### src/rtl/rbu_pkg.sv
package rbu_pkg;
  typedef enum logic [2:0] {
    OP_RR   = 3'd0,
    OP_RL   = 3'd1,
    OP_RRC  = 3'd2,
    OP_RLC  = 3'd3,
    OP_WRLC = 3'd4,
    OP_BMOV = 3'd5,
    OP_BAND = 3'd6,
    OP_BOR  = 3'd7
  } rbu_op_e;

  typedef enum logic [1:0] {
    BOP_TO_CY  = 2'd0,
    BOP_TO_BIT = 2'd1,
    BOP_AND    = 2'd2,
    BOP_OR     = 2'd3
  } rbu_bop_e;
endpackage

### src/rtl/rbu_rotator.sv
module rbu_rotator #(
  parameter int W = 8
) (
  input  logic [W-1:0] din,
  input  logic         cin,
  input  logic         left,
  input  logic         thru,
  output logic [W-1:0] dout,
  output logic         cout
);
  logic fill;

  always_comb begin
    if (left) begin
      fill = thru ? cin : din[W-1];
      dout = {din[W-2:0], fill};
      cout = din[W-1];
    end else begin
      fill = thru ? cin : din[0];
      dout = {fill, din[W-1:1]};
      cout = din[0];
    end
  end
endmodule

### src/rtl/rbu_bitop.sv
module rbu_bitop
  import rbu_pkg::*;
#(
  parameter int W     = 8,
  parameter int IDX_W = $clog2(W)
) (
  input  logic [W-1:0]     din,
  input  logic [IDX_W-1:0] idx,
  input  logic             cin,
  input  rbu_bop_e         bop,
  output logic [W-1:0]     dout,
  output logic             cout
);
  logic sel_bit;

  assign sel_bit = din[idx];

  // per-bit write-back mux: only the addressed position may take the carry
  for (genvar i = 0; i < W; i++) begin : g_wb
    assign dout[i] = (bop == BOP_TO_BIT && idx == IDX_W'(i)) ? cin : din[i];
  end

  always_comb begin
    unique case (bop)
      BOP_TO_CY:  cout = sel_bit;
      BOP_AND:    cout = cin & sel_bit;
      BOP_OR:     cout = cin | sel_bit;
      default:    cout = cin;
    endcase
  end
endmodule

### src/rtl/rbu_top.sv
module rbu_top
  import rbu_pkg::*;
#(
  parameter int ACC_W  = 8,
  parameter int WORD_W = 16,
  localparam int IDX_W = $clog2(ACC_W)
) (
  input  logic              clk,
  input  logic              rst,
  input  logic              issue_i,
  input  logic [2:0]        op_i,
  input  logic              to_bit_i,
  input  logic [ACC_W-1:0]  acc_i,
  input  logic [WORD_W-1:0] word_i,
  input  logic [ACC_W-1:0]  opnd_i,
  input  logic [IDX_W-1:0]  bsel_i,
  input  logic              cy_i,
  output logic [ACC_W-1:0]  acc_o,
  output logic [WORD_W-1:0] word_o,
  output logic [ACC_W-1:0]  opnd_o,
  output logic              cy_o,
  output logic              acc_we_o,
  output logic              word_we_o,
  output logic              opnd_we_o,
  output logic              cy_we_o
);
  rbu_op_e           op;
  logic              acc_left, acc_thru;
  logic [ACC_W-1:0]  acc_rot;
  logic              acc_cy;
  logic [WORD_W-1:0] word_rot;
  logic              word_cy;
  rbu_bop_e          bop;
  logic [ACC_W-1:0]  opnd_new;
  logic              bit_cy;
  logic              wr_acc, wr_word, wr_opnd, wr_cy;
  logic              cy_next;

  assign op       = rbu_op_e'(op_i);
  assign acc_left = (op == OP_RL)  || (op == OP_RLC);
  assign acc_thru = (op == OP_RRC) || (op == OP_RLC);

  rbu_rotator #(.W(ACC_W)) u_acc_rot (
    .din (acc_i), .cin (cy_i), .left (acc_left), .thru (acc_thru),
    .dout(acc_rot), .cout(acc_cy)
  );

  rbu_rotator #(.W(WORD_W)) u_word_rot (
    .din (word_i), .cin (cy_i), .left (1'b1), .thru (1'b1),
    .dout(word_rot), .cout(word_cy)
  );

  always_comb begin
    unique case (op)
      OP_BMOV: bop = to_bit_i ? BOP_TO_BIT : BOP_TO_CY;
      OP_BAND: bop = BOP_AND;
      OP_BOR:  bop = BOP_OR;
      default: bop = BOP_TO_CY;
    endcase
  end

  rbu_bitop #(.W(ACC_W), .IDX_W(IDX_W)) u_bitop (
    .din (opnd_i), .idx (bsel_i), .cin (cy_i), .bop (bop),
    .dout(opnd_new), .cout(bit_cy)
  );

  always_comb begin
    wr_acc  = issue_i && (op == OP_RR || op == OP_RL || op == OP_RRC || op == OP_RLC);
    wr_word = issue_i && (op == OP_WRLC);
    wr_opnd = issue_i && (op == OP_BMOV) && to_bit_i;
    wr_cy   = issue_i && !wr_opnd;
    if (wr_acc)       cy_next = acc_cy;
    else if (wr_word) cy_next = word_cy;
    else              cy_next = bit_cy;
  end

  always_ff @(posedge clk) begin
    if (rst) begin
      acc_o     <= '0;
      word_o    <= '0;
      opnd_o    <= '0;
      cy_o      <= 1'b0;
      acc_we_o  <= 1'b0;
      word_we_o <= 1'b0;
      opnd_we_o <= 1'b0;
      cy_we_o   <= 1'b0;
    end else begin
      acc_we_o  <= wr_acc;
      word_we_o <= wr_word;
      opnd_we_o <= wr_opnd;
      cy_we_o   <= wr_cy;
      if (wr_acc)  acc_o  <= acc_rot;
      if (wr_word) word_o <= word_rot;
      if (wr_opnd) opnd_o <= opnd_new;
      if (wr_cy)   cy_o   <= cy_next;
    end
  end
endmodule

### config.mk
export PLATFORM = sky130hd
export DESIGN_NAME = rbu_top
export DESIGN_NICKNAME = d
export VERILOG_FILES = /design/src/rtl/rbu_pkg.sv /design/src/rtl/rbu_rotator.sv /design/src/rtl/rbu_bitop.sv /design/src/rtl/rbu_top.sv
export SDC_FILE = /design/constraint.sdc
export NUM_CORES = 1
export LEC_CHECK = 0
export ABC_AREA = 1
export BUFFER_PORTS_ARGS = -buffer_cell sky130_fd_sc_hd__clkbuf_2
export CELL_PAD_IN_SITES_DETAIL_PLACEMENT = 0
export CELL_PAD_IN_SITES_GLOBAL_PLACEMENT = 1
export CORE_ASPECT_RATIO = 1.2
export CORE_MARGIN = 2
export CORE_UTILIZATION = 27
export DETAILED_ROUTE_END_ITERATION = 10
export HOLD_SLACK_MARGIN = 0.05
export PLACE_DENSITY_LB_ADDON = 0.1
export SYNTH_ARGS = -nofsm -noshare
export SYNTH_HDL_FRONTEND = slang
export SYNTH_SLANG_ARGS = --single-unit
### constraint.sdc
create_clock -name clk -period 0.9 [get_ports clk]
set_input_delay 0.045 -clock clk [delete_from_list [all_inputs] [get_ports clk]]
set_output_delay 0.045 -clock clk [all_outputs]
set_load 0.01 [all_outputs]
## Yosys cells after proc, flatten, opt, wreduce, memory -nomap -nowiden

Cells that the tools add are included.

| word-level totals | value |
|---|---|
| bits in writable memories | 0 |
| memories kept | 0 |
| bits in latches | 0 |
| memory bits (read-only) | 0 |
| bits in registers | 37 |

| cells by class | value |
|---|---|
| divide/modulo/power cells | 0 |
| equal/unequal tests | 17 |
| order comparisons | 1 |
| multipliers | 0 |
| shifts and indexed selects | 0 |
| reduce and logical (&&, ||, !) cells | 22 |
| bitwise gates (word level) | 2 |
| muxes and demuxes | 19 |
| add/subtract/negate cells | 0 |

Operators with widths:

| cell | number |
|---|---|
| $eq 3x3->1 const B | 8 |
| $mux 1 | 15 |
| $logic_and 1x1->1 | 13 |
| $eq 3x2->1 const B | 4 |
| $mux 8 | 1 |
| $eq 3x1->1 const B | 2 |
| $logic_not 3->1 | 2 |
| $pmux 2 s3 | 1 |
| $logic_or 1x1->1 | 5 |
| $eq 2x2->1 const B | 2 |
| $lt 3x4->1 const B | 1 |
| $bmux 1 s3 | 1 |
| $pmux 1 s3 | 1 |
| $eq 2x1->1 const B | 1 |
| $logic_not 2->1 | 1 |
| $and 1x1->1 | 1 |
| $logic_not 1->1 | 1 |
| $or 1x1->1 | 1 |

## Logic depth before layout (Yosys ltp)

Gate-level depths: netlist (run 1).

| depth | value |
|---|---|
| depth in word-level cells | 6 |
| gate-level depth with buffers | 12 |
| mapped depth without buffers | 11 |

## Cells and area by module

A second synthesis (run 1) with hierarchy kept.

| unflattened totals | value |
|---|---|
| cell total of the unflattened synthesis | 323 |
| area total of the unflattened synthesis | 2118.3 um^2 |

Modules (own cells, without submodules):

| module | sequential area each (um^2) | instances | area an instance (um^2) | cells an instance |
|---|---|---|---|---|
| rbu_top | 740.7 | 1 | 1386.3 | 178 |
| rbu_rotator at u_word_rot | 0.0 | 1 | 292.8 | 52 |
| rbu_bitop | 0.0 | 1 | 291.5 | 63 |
| rbu_rotator at u_acc_rot | 0.0 | 1 | 147.6 | 30 |

## Least setup slack after synthesis (run 1)

OpenSTA, ideal clock, no wires.

| timing path | value |
|---|---|
| path type | in2reg |
| from | input port bsel_i[0] |
| to | register cy_o |
| slack | 0.021 ns |
| arrival time | 0.809 ns |
| buffers on the path | 1 |
| stages on the path | 12 |
| data required time | 0.830 ns |
| setup time | 0.070 ns |
| cells stage by stage | buf_2 > inv_1 > nand2_1 > nand2_1 > nand2_1 > nand2_1 > nand2_1 > nand3_1 > nand2_1 > nand2_1 > nand2_1 > a21oi_1 |

| on the way | value |
|---|---|
| cells in the longest elaborated chain, start to end | 6 |
| elaborated cells between the ends (all ways) | 7 |

RTL lines:

| element | line | RTL |
|---|---|---|
| start: declaration | rbu_top.sv:16 | `input logic [IDX_W-1:0] bsel_i,` |
| $bmux 1 s3 (*) | rbu_bitop.sv:16 | `assign sel_bit = din[idx];` |
| $mux 1 (implied by the code) (*) | rbu_bitop.sv:16 |  |
| $or 1x1->1 / $and 1x1->1 (equally long branches) | rbu_bitop.sv:27, rbu_bitop.sv:26 |  |
| $pmux 1 s3 (*) | rbu_bitop.sv:24 | `unique case (bop)` |
| $mux 1 (*) | rbu_top.sv:73 | `else if (wr_word) cy_next = word_cy;` |
| $mux 1 (*) | rbu_top.sv:72 | `if (wr_acc) cy_next = acc_cy;` |
| end signal: assignment | rbu_top.sv:95 | `if (wr_cy) cy_o <= cy_next;` |
| end: declaration | rbu_top.sv:21 | `output logic cy_o,` |

Every way passes the cells marked *; elsewhere a longest branch is shown, timed or not. The select of a mux whose other input is x is not followed.
A chain may end at the register's enable or synchronous reset.

## Worst setup path after layout (run 1)

| timing path | value |
|---|---|
| from | register word_o[13] |
| to | output port word_o[13] |

RTL lines:

| element | line | RTL |
|---|---|---|
| start: declaration | rbu_top.sv:19 | `output logic [WORD_W-1:0] word_o,` |
| start signal: assignment | rbu_top.sv:93 | `if (wr_word) word_o <= word_rot;` |

No word-level cell between the ends.

==> results.md, run 1 <==
- Die area: 6668 um2
- Worst path cell trace: clkbuf_2
- Post-synth ARST share: 0%
- CP max FO: 2
- DP HPWL: 3517 um
- PnR worst setup slack: 0.08075 ns
- Worst slew pin tran: 0.2102 ns
- Vias in the first global route: 1567
- Die width: 74.88 um
- R2r startpoint: word_o[0]
- Hold Path End: acc_o[3]
- Ys flop type: dfxtp_1
- Starting Density: 27.43%
- Total track usage: 13.84%
- Critical path's slowest cell: dfxtp_1
- Pin count of the biggest net entering global routing: 26
- Fmax: 1221 MHz
- Post-route minimum period: 0.8192 ns
- Core footprint: 5934 um2
- Core Util, Final: 43.83%
- Most area-hungry cell type in the Yosys netlist: dfxtp_1
- Worst reg2reg setup slack: approximately 0.23 ns
- Longest Clk Path Bufs: 2
- Total grt overflow: 0
- IO Count: 80
- Worst VDD drop: 0.9812 mV
- FF-to-FF End: word_o[0]
- Routed length per instance: 10.52 um
- Share of the synthesized area in the top cell type: between 40% and 50%
- ANT cells: 0
- Fin nets: 389
- I/O Buffers: 79
- Root Buffer: clkbuf_8
- Clock transition at the registers of the reported paths: roughly 0.08 ns
- Post-route DRC: 0
- Reg2Reg Depth: 2
- Synth area leaders: dfxtp_1 (46%), nand2_1 (13%), nor2_1 (8.8%), o21ai_0 (8.6%), a21oi_1 (4.9%)
- CP required: about 0.85 ns
- Synthesized cell area: 1628 um2
- Syn nets: about 270
- Clock Latency Late Sink: 0.28 ns
- Skew final: 0 ns
- Final WL: 4515 um
- GPL Wtd Cong: 0.7856
- Synth Instances: around 230
- Sink Count: 37
- Final Hold Fails: 0
- TritonCTS clock tree: built
- Post-synth top cells: nand2_1 (57), nor2_1 (38), dfxtp_1 (37), o21ai_0 (28), a21oi_1 (16)
- Max incr delay on CP: 0.35 ns
- Crit Path Class: flop to output pin
- Antenna violations before repair: 0
- Fin crit share: 91.03%
- CP arrival: approximately 0.77 ns
- 1st-iter DRT viols: 25
- CP top delay family: flip-flops
- Row cnt: 31
- Number of detailed-route iterations in the first pass: 4
- Buffer and inverter count on the worst path: 1
- Vias: approximately 1800
- Die outline height: 89.06 um
- Post-synth EDFFs: 0
- Final ANT Viol Nets: 0
- P per Cell Area: 1556 nW/um2
- Synthesis-to-layout area growth: 59.80%
- Max Slew Vio Count: 0
- Max_slew headroom: a little under nine tenths
- Total CTS buffers: 5
- Worst hold path class: primary input to flop
- Vias/cell: 4.191
- Most frequent cell after synthesis: nand2_1
- First-pass GRT wire length: 7065 um
- Hold Path Cell Cnt: 3
- Status: finished, final reports clean
- Fillers: 650
- Count of cell types in the netlist: 20
- H-tree Lvls: 2
- Worst Hold Slack: 0.06457 ns
- Post-Place Worst Slack: -0.1804 ns
- Setup violators final: 0
- Post-synthesis sequential area ratio: 45.50%
- Hold Path Origin: acc_i[4]
- CP endpoint kind: output pin
- Ys Warns: 0
- Max Cap Viol: 0
- LEAKAGE: 1.257 nW
- RSZ-0062 raised after global routing: true
- Post-synthesis register bit count: 37
- Syn Area/Cell: 7.108 um2
- Startpoint types: flop
- Layout cells sized above 1: 35.45%
## cell families after synthesis
group / Yosys count / synth area share, %
AO/OA/AOI/OAI: 62 / 20.45
buffers and inverters: 20 / 5.303
flip-flops: 37 / 45.50
AND/OR/NAND/NOR: 110 / 28.75
## metal layers
layer / wire, um / up-vias / track usage, %
met5: 0 / - / 0
met4: 73 / 0 / 5.357
met3: 209 / 6 / 2.931
met2: 2088 / 51 / 22.01
met1: 2142 / 750 / 18.25
li1: - / 991 / -
## metrics by stage
step / TNS (ns) / area (um2) / std cells / power [mW]
2_1_floorplan: 0 / 1628 / 229 / 2.035
3_3_place_gp: -3.044 / 2283 / 404 / 2.341
3_5_place_dp: -3.459 / 2283 / 404 / 2.339
4_1_cts: 0 / 2567 / 427 / 4.100
5_1_grt: -0.001014 / 2601 / 429 / 4.251
6_report: 0 / 2601 / 429 / 4.046
## registers in the layout, summed over array words and instances, names as in the netlist
name       count
opnd_o         8
cy_o           1
cy_we_o        1
opnd_we_o      1
acc_we_o       1
word_we_o      1
word_o        16
acc_o          8
## placed cells by master, fill, tap and decap left out
master / Yosys / final
nor3_1: 2 / 2
nand3_1: 8 / 8
buf_12: 0 / 4
clkbuf_2: 1 / 79
o22ai_1: 7 / 7
nor2_1: 38 / 38
buf_4: 0 / 18
inv_1: 10 / 9
nor2_4: 3 / 3
inv_2: 3 / 4
nand2_2: 0 / 1
a21oi_2: 3 / 3
a21oi_1: 16 / 16
nand2_1: 57 / 56
nor2_2: 1 / 1
clkbuf_8: 0 / 5
o21ai_0: 28 / 28
clkinv_2: 0 / 1
nand4_4: 1 / 1
bufinv_16: 0 / 2
buf_6: 1 / 1
o21ai_1: 7 / 7
dfxtp_1: 37 / 37
a21o_1: 1 / 1
dlygate4sd3_1: 0 / 15
## worst max path at each step
stage / to / slack (ns) / depth (start not counted) / startpoint
2_1_floorplan: cy_o / 0.02 / 12 / bsel_i[0]
3_3_place_gp: opnd_o[2] / -0.17 / 8 / op_i[1]
3_5_place_dp: opnd_o[2] / -0.18 / 8 / op_i[1]
4_1_cts: opnd_o[5] / 0.07 / 1 / opnd_o[5]
5_1_grt: opnd_o[7] / -0.001 / 8 / op_i[1]
6_report: word_o[13] / 0.08 / 1 / word_o[13]
## cell type report
| type | count | area, um2 | share of cell area (%) |
|---|---|---|---|
| Clock buffer | 5 | 68.82 | 2.646 |
| Timing Repair Buffer | 117 | 772.0 | 29.68 |
| Inverter | 13 | 48.80 | 1.876 |
| Tap cell | 82 | 102.6 | 3.944 |
| Clock inverter | 3 | 65.06 | 2.501 |
| Sequential cell | 37 | 740.7 | 28.48 |
| Multi-Input combinational cell | 172 | 803.3 | 30.88 |
## repair_timing
action / in CTS / in global routing
gates resized for setup: 0 / 3
setup buffers: 0 / 2
setup endpoints to repair: 0 / 1
hold endpoints to repair: 15 / 0
hold buffers: 15 / 0
## power by group
group	total [mW]	leakage, nW	internal (mW)	switching (mW)
clock network	1.69	0.0681	1.10	0.593
logic	0.625	0.887	0.311	0.314
registers	1.73	0.302	1.70	0.0278
total	4.05	1.26	3.11	0.935
Power figures use the tool's default switching activity.
==> run 2, diff against run 1 <==
- CORE_UTILIZATION: 27 -> 29
- CTS_BUF_LIST: default -> sky130_fd_sc_hd__clkbuf_8
- HOLD_SLACK_MARGIN: 0.05 -> 0.1
==> run 2 against run 1 <==
Largest power group unchanged. Clock skew did not move. First-iteration DRC count up 64%. Worst hold slack improved by 0.049 ns. Power fell by 15%. Utilization up 3.7 points. Global-route usage grew 0.41 points. Largest cell class unchanged. Clock power decreased by 36%.
==> results.md, run 2 (same netlist as run 1, synthesis figures left out) <==
- Fin crit share: 98.21% (+7.2 points)
- 1st-iter DRT viols: 41 (+64%)
- Final Instance Area: 2551 um2 (-1.9%)
- Area after DPL: 2223 um2 (-2.6%)
- Buffer and inverter count on the worst path: 2 (+1)
- Die width: 72.40 um (-3.3%)
- CP endpoint kind: flop
- Post-route DRC: 0 (unchanged)
- CP max FO: 3 (+1)
- Most common cell after layout, fill and taps aside: clkbuf_2
- FF-to-FF End: acc_o[1]
- Sink Count: 37 (unchanged)
- Starting Density: 30.31% (+2.9 points)
- Most flops, register: word_o
- P per Cell Area: 1352 nW/um2 (-13%)
- LEAKAGE: 1.245 nW (-0.98%)
- Antenna violations before repair: 0 (unchanged)
- Fmax: 1131 MHz (-7.3%)
- Worst Hold Slack: 0.1139 ns (+0.04929 ns)
- Clock Latency Late Sink: 0.28 ns (about the same)
- R2r startpoint: acc_o[1]
- Total grt overflow: 0 (unchanged)
- Worst slew pin tran: 0.2042 ns (-0.005947 ns)
- Die area: 6231 um2 (-6.6%)
- Vias: 1806 (+0.44%)
- Core footprint: 5370 um2 (-9.5%)
- Biggest regs: word_o x16, acc_o x8, opnd_o x8
- GPL Wtd Cong: 0.8037 (+2.3%)
- Total power draw: 3.449 mW (-15%)
- Synthesis-to-layout area growth: 56.73%
- CP required: 1.07 ns (+0.22 ns)
- Worst reg2reg setup slack: 0.22 ns (about the same)
- TritonCTS clock tree: built
- Clock transition at the registers of the reported paths: 0.07 ns (about the same)
- Core Util, Final: 47.51% (+3.7 points)
- RSZ-0062 raised after global routing: false
- Reg2Reg Depth: 2 (unchanged)
- Crit Path Class: primary input to flop
- Vias in the first global route: 1622 (+3.5%)
- Worst VDD drop: 0.6637 mV (-32%)
- CP top delay family: buffers and inverters
- Max FFs per register: 16 (unchanged)
- Number of detailed-route iterations in the first pass: 5 (+1)
- First-pass GRT wire length: 7086 um (+0.30%)
- Die outline height: 86.07 um (-3.4%)
- Routed length per instance: 10.89 um (+3.5%)
- Max_slew headroom: 86.24% (+0.27 points)
- Status: finished, final reports clean
- Final Hold Fails: 0 (unchanged)
- Worst hold path class: primary input to flop
- Hold Path End: opnd_o[6]
- Final ANT Viol Nets: 0 (unchanged)
- Cells after DPL: 381 (-5.7%)
- Skew final: 0 ns (unchanged)
- Pin count of the biggest net entering global routing: 26 (unchanged)
- Root Buffer: clkbuf_8
- Vias/cell: 4.362 (+4.1%)
- Longest Clk Path Bufs: 2 (unchanged)
- Fin cells: 414 (-3.5%)
- Worst path cell trace: dlygate4sd3_1 > clkbuf_2 > o21ai_0 > nand2_1 > o22ai_1 > a21oi_1
- CP arrival: 1.05 ns (+0.28 ns)
- Max Cap Viol: 0 (unchanged)
- Startpoint types: primary input
- Max Slew Vio Count: 0 (unchanged)
- Row cnt: 29 (-6.5%)
- H-tree Lvls: 2 (unchanged)
- Layout cells sized above 1: 33.52% (-1.9 points)
- Critical path's slowest cell: dlygate4sd3_1
- Post-route minimum period: 0.8839 ns (+0.06465 ns)
- Hold Path Origin: opnd_i[6]
- Hold Path Cell Cnt: 5 (+2)
- Fillers: 579 (-11%)
- Fin nets: 394 (+1.3%)
- ANT cells: 0 (unchanged)
- Most frequent cells in the layout: clkbuf_2 (79), nand2_1 (57), nor2_1 (38)
- IO Count: 80 (unchanged)
- I/O Buffers: 79 (unchanged)
- Setup violators final: 0 (unchanged)
- DP HPWL: 3293 um (-6.4%)
- Total CTS buffers: 5 (unchanged)
- Final WL: 4510 um (-0.11%)
- Total track usage: 14.25% (+0.41 points)
- Max incr delay on CP: 0.53 ns (+0.18 ns)
-- run 2: worst register-to-register path, stage by stage (launching register included) --
cell,delay (ns)
dfxtp_1,0.31
o21ai_0,0.20
a21oi_1,0.06
-- run 2: worst max-delay path by stage --
stage	startpoint	endpoint	slack, ns	depth (start not counted)
after floorplan	bsel_i[0]	cy_o	0.02	12
after global placement	op_i[1]	opnd_o[3]	-0.15	8
after detailed placement	op_i[1]	opnd_o[3]	-0.16	8
after CTS	acc_i[0]	acc_o[7]	0.03	6
after global routing	acc_i[0]	acc_o[7]	0.001	6
final	acc_i[0]	acc_o[7]	0.02	6
-- run 2: through the flow --
step,setup TNS (ns),setup WS (ns)
floorplan,0,0.02136
global placement,-2.885,-0.1491
detailed placement,-3.025,-0.1579
CTS,0,0.03334
global route,0,0.001028
finish,0,0.01611
-- run 2: cell type report --
cell class	count	area, um2	area share, %
timing repair buffer	122	800.8	31.39
clock buffer	5	68.82	2.697
sequential	37	740.7	29.03
inverter	13	48.80	1.913
tap	62	77.57	3.041
multi-input combinational	172	800.8	31.39
clock inverter	3	13.76	0.5395
-- run 2: repair_timing --
action | CTS | global route
hold buffers | 23 | 0
buffers inserted | 0 | 2
setup endpoints to repair | 0 | 2
endpoints found under the hold margin | 23 | 0
gates resized for setup | 0 | 2
-- run 2: layer usage --
metal  wire [um]  vias to the layer above  track usage, %
li1            -                      997               -
met1        2117                      733           18.61
met2        2072                       66           23.44
met3         233                       10           2.233
met4          87                        0           5.556
met5           0                        -               0
-- run 2: power by group --
| group | switching [mW] | internal (mW) |
|---|---|---|
| sequential | 0.0285 | 1.70 |
| combinational | 0.316 | 0.321 |
| clock | 0.559 | 0.525 |
| total | 0.903 | 2.55 |
==> run 3, diff against run 2 <==
- CORE_MARGIN: 2 -> 8
- CTS_CLUSTER_SIZE: default -> 14
==> run 3 against run 2 <==
Sequential power is essentially flat. Flip-flop and latch count is the same. Clock power grew 17%. Combinational power grew 3.3%. Non-clock buffer count grew 1. Via count grew 1.8%. Clock skew is the same. Largest power group unchanged.
==> results.md, run 3 (same netlist as run 1, synthesis figures left out) <==
- Status: finished, final reports clean
- Max Cap Viol: 0 (unchanged)
- Pin count of the biggest net entering global routing: 18 (-31%)
- Reg2Reg Depth: 2 (unchanged)
- PnR worst setup slack: 0.03208 ns (+0.01598 ns)
- Biggest regs: word_o x16, acc_o x8, opnd_o x8
- Core Util, Final: 46.87% (-0.64 points)
- Final WL: 5024 um (+11%)
- LEAKAGE: 1.264 nW (+1.6%)
- CP endpoint kind: flop
- Skew final: 0 ns (unchanged)
- H-tree Lvls: 2 (unchanged)
- Core footprint: 5555 um2 (+3.4%)
- P per Cell Area: 1400 nW/um2 (+3.5%)
- CP max FO: 3 (unchanged)
- Vias in the first global route: 1954 (+20%)
- Routed length per instance: 12.05 um (+11%)
- DR WL met3: 325 um (+39%)
- Met1 WL: 2346 um (+11%)
- ANT cells: 0 (unchanged)
- Total grt overflow: 0 (unchanged)
- Worst slew pin tran: 0.2619 ns (+0.05768 ns)
- Most frequent cells in the layout: clkbuf_2 (79), nand2_1 (57), nor2_1 (38)
- IO Count: 80 (unchanged)
- Antenna violations before repair: 0 (unchanged)
- Layout cells sized above 1: 34.28% (+0.75 points)
- Post-route minimum period: 0.8679 ns (-0.01598 ns)
- Number of detailed-route iterations in the first pass: 4 (-1)
- Worst VDD drop: 0.5925 mV (-11%)
- Post-route DRC: 0 (unchanged)
- Setup violators final: 0 (unchanged)
- Clock Latency Late Sink: 0.28 ns (about the same)
- Fin nets: 395 (+0.25%)
- Worst reg2reg setup slack: 0.23 ns (about the same)
- GPL Wtd Cong: 0.7988 (-0.61%)
- Post-Place Worst Slack: -0.2302 ns (-0.07225 ns)
- Fillers: 596 (+2.9%)
- Crit Path Class: primary input to flop
- CP startpoint: acc_i[0]
- Fin cells: 417 (+0.72%)
- Cells after DPL: 386 (+1.3%)
- Starting Density: 29.30% (-1.0 points)
- Die outline height: 98.07 um (+14%)
- R2r startpoint: word_o[0]
- Root Buffer: clkbuf_8
- RSZ-0062 raised after global routing: true
- Setup TNS: 0 ns (unchanged)
- Max Slew Vio Count: 0 (unchanged)
- Fmax: 1152 MHz (+1.8%)
- Sink Count: 37 (unchanged)
- Synthesis-to-layout area growth: 59.95%
- Die width: 84.40 um (+17%)
- Max FFs per register: 16 (unchanged)
- Highest routed layer: met4
- Row cnt: 30 (+3.4%)
- Fin crit share: 96.44% (-1.8 points)
- Most flops, register: word_o
- DP HPWL: 3968 um (+20%)
- Worst hold path class: primary input to flop
- CP required: 1.08 ns (about the same)
- Most common cell after layout, fill and taps aside: clkbuf_2
- TritonCTS clock tree: built
- Area after DPL: 2261 um2 (+1.7%)
- Final ANT Viol Nets: 0 (unchanged)
- Clock transition at the registers of the reported paths: 0.07 ns (about the same)
- CP arrival: 1.04 ns (about the same)
- Final Instance Area: 2604 um2 (+2.1%)
- CP endpoint: acc_o[7]
- Worst Hold Slack: 0.1041 ns (-0.009782 ns)
- Max_slew headroom: 82.48% (-3.8 points)
- Longest Clk Path Bufs: 2 (unchanged)
- Final Hold Fails: 0 (unchanged)
- Vias: 1839 (+1.8%)
- First-pass GRT wire length: 8659 um (+22%)
- Total power draw: 3.645 mW (+5.7%)
- Startpoint types: primary input
- 1st-iter DRT viols: 58 (+41%)
- FF-to-FF End: word_o[0]
- Vias/cell: 4.410 (+1.1%)
- Metal2 WL: 2285 um (+10%)
- Total CTS buffers: 5 (unchanged)
- Die area: 8277 um2 (+33%)
- I/O Buffers: 79 (unchanged)
- Total track usage: 12.56% (-1.7 points)
run 3: how the worst min path moves through the flow:
stage | startpoint | endpoint | cells after the start
floorplan | rst | acc_we_o | 1
global placement | word_i[2] | word_o[3] | 3
detailed placement | word_i[2] | word_o[3] | 3
CTS | acc_i[7] | acc_o[6] | 3
global route | opnd_i[7] | opnd_o[7] | 5
finish | acc_i[7] | acc_o[6] | 3
run 3: where the power goes:
part | internal [mW] | total [mW] | switching [mW]
logic | 0.330 | 0.658 | 0.328
clock network | 0.692 | 1.26 | 0.567
registers | 1.70 | 1.73 | 0.0282
run 3: routing by layer:
metal,GRT usage (%),vias up
met1,14.43,780
met3,4.118,6
met4,4.533,0
met5,0,-
li1,-,1000
met2,21.08,53
run 3: what timing repair did:
action                                 CTS  global route
resized for setup                        0             2
endpoints found under the hold margin   24             0
hold buffers                            23             0
setup endpoints to repair                0             7
buffers inserted                         0             0
run 3: layout make-up:
cell class	instances	area, um2	share of cell area, %
Multi-Input combinational cell	172	812.0	31.19
Sequential cell	37	740.7	28.45
Clock inverter	1	5.005	0.1922
Tap cell	64	80.08	3.075
Clock buffer	7	96.34	3.700
Inverter	13	48.80	1.874
Timing Repair Buffer	123	820.8	31.52
run 3: worst max-delay path, cell delays in order:
cell	delay (ns)
dlygate4sd3_1	0.53
clkbuf_2	0.12
o21ai_0	0.07
nand2_1	0.09
o22ai_2	0.10
a21oi_1	0.08
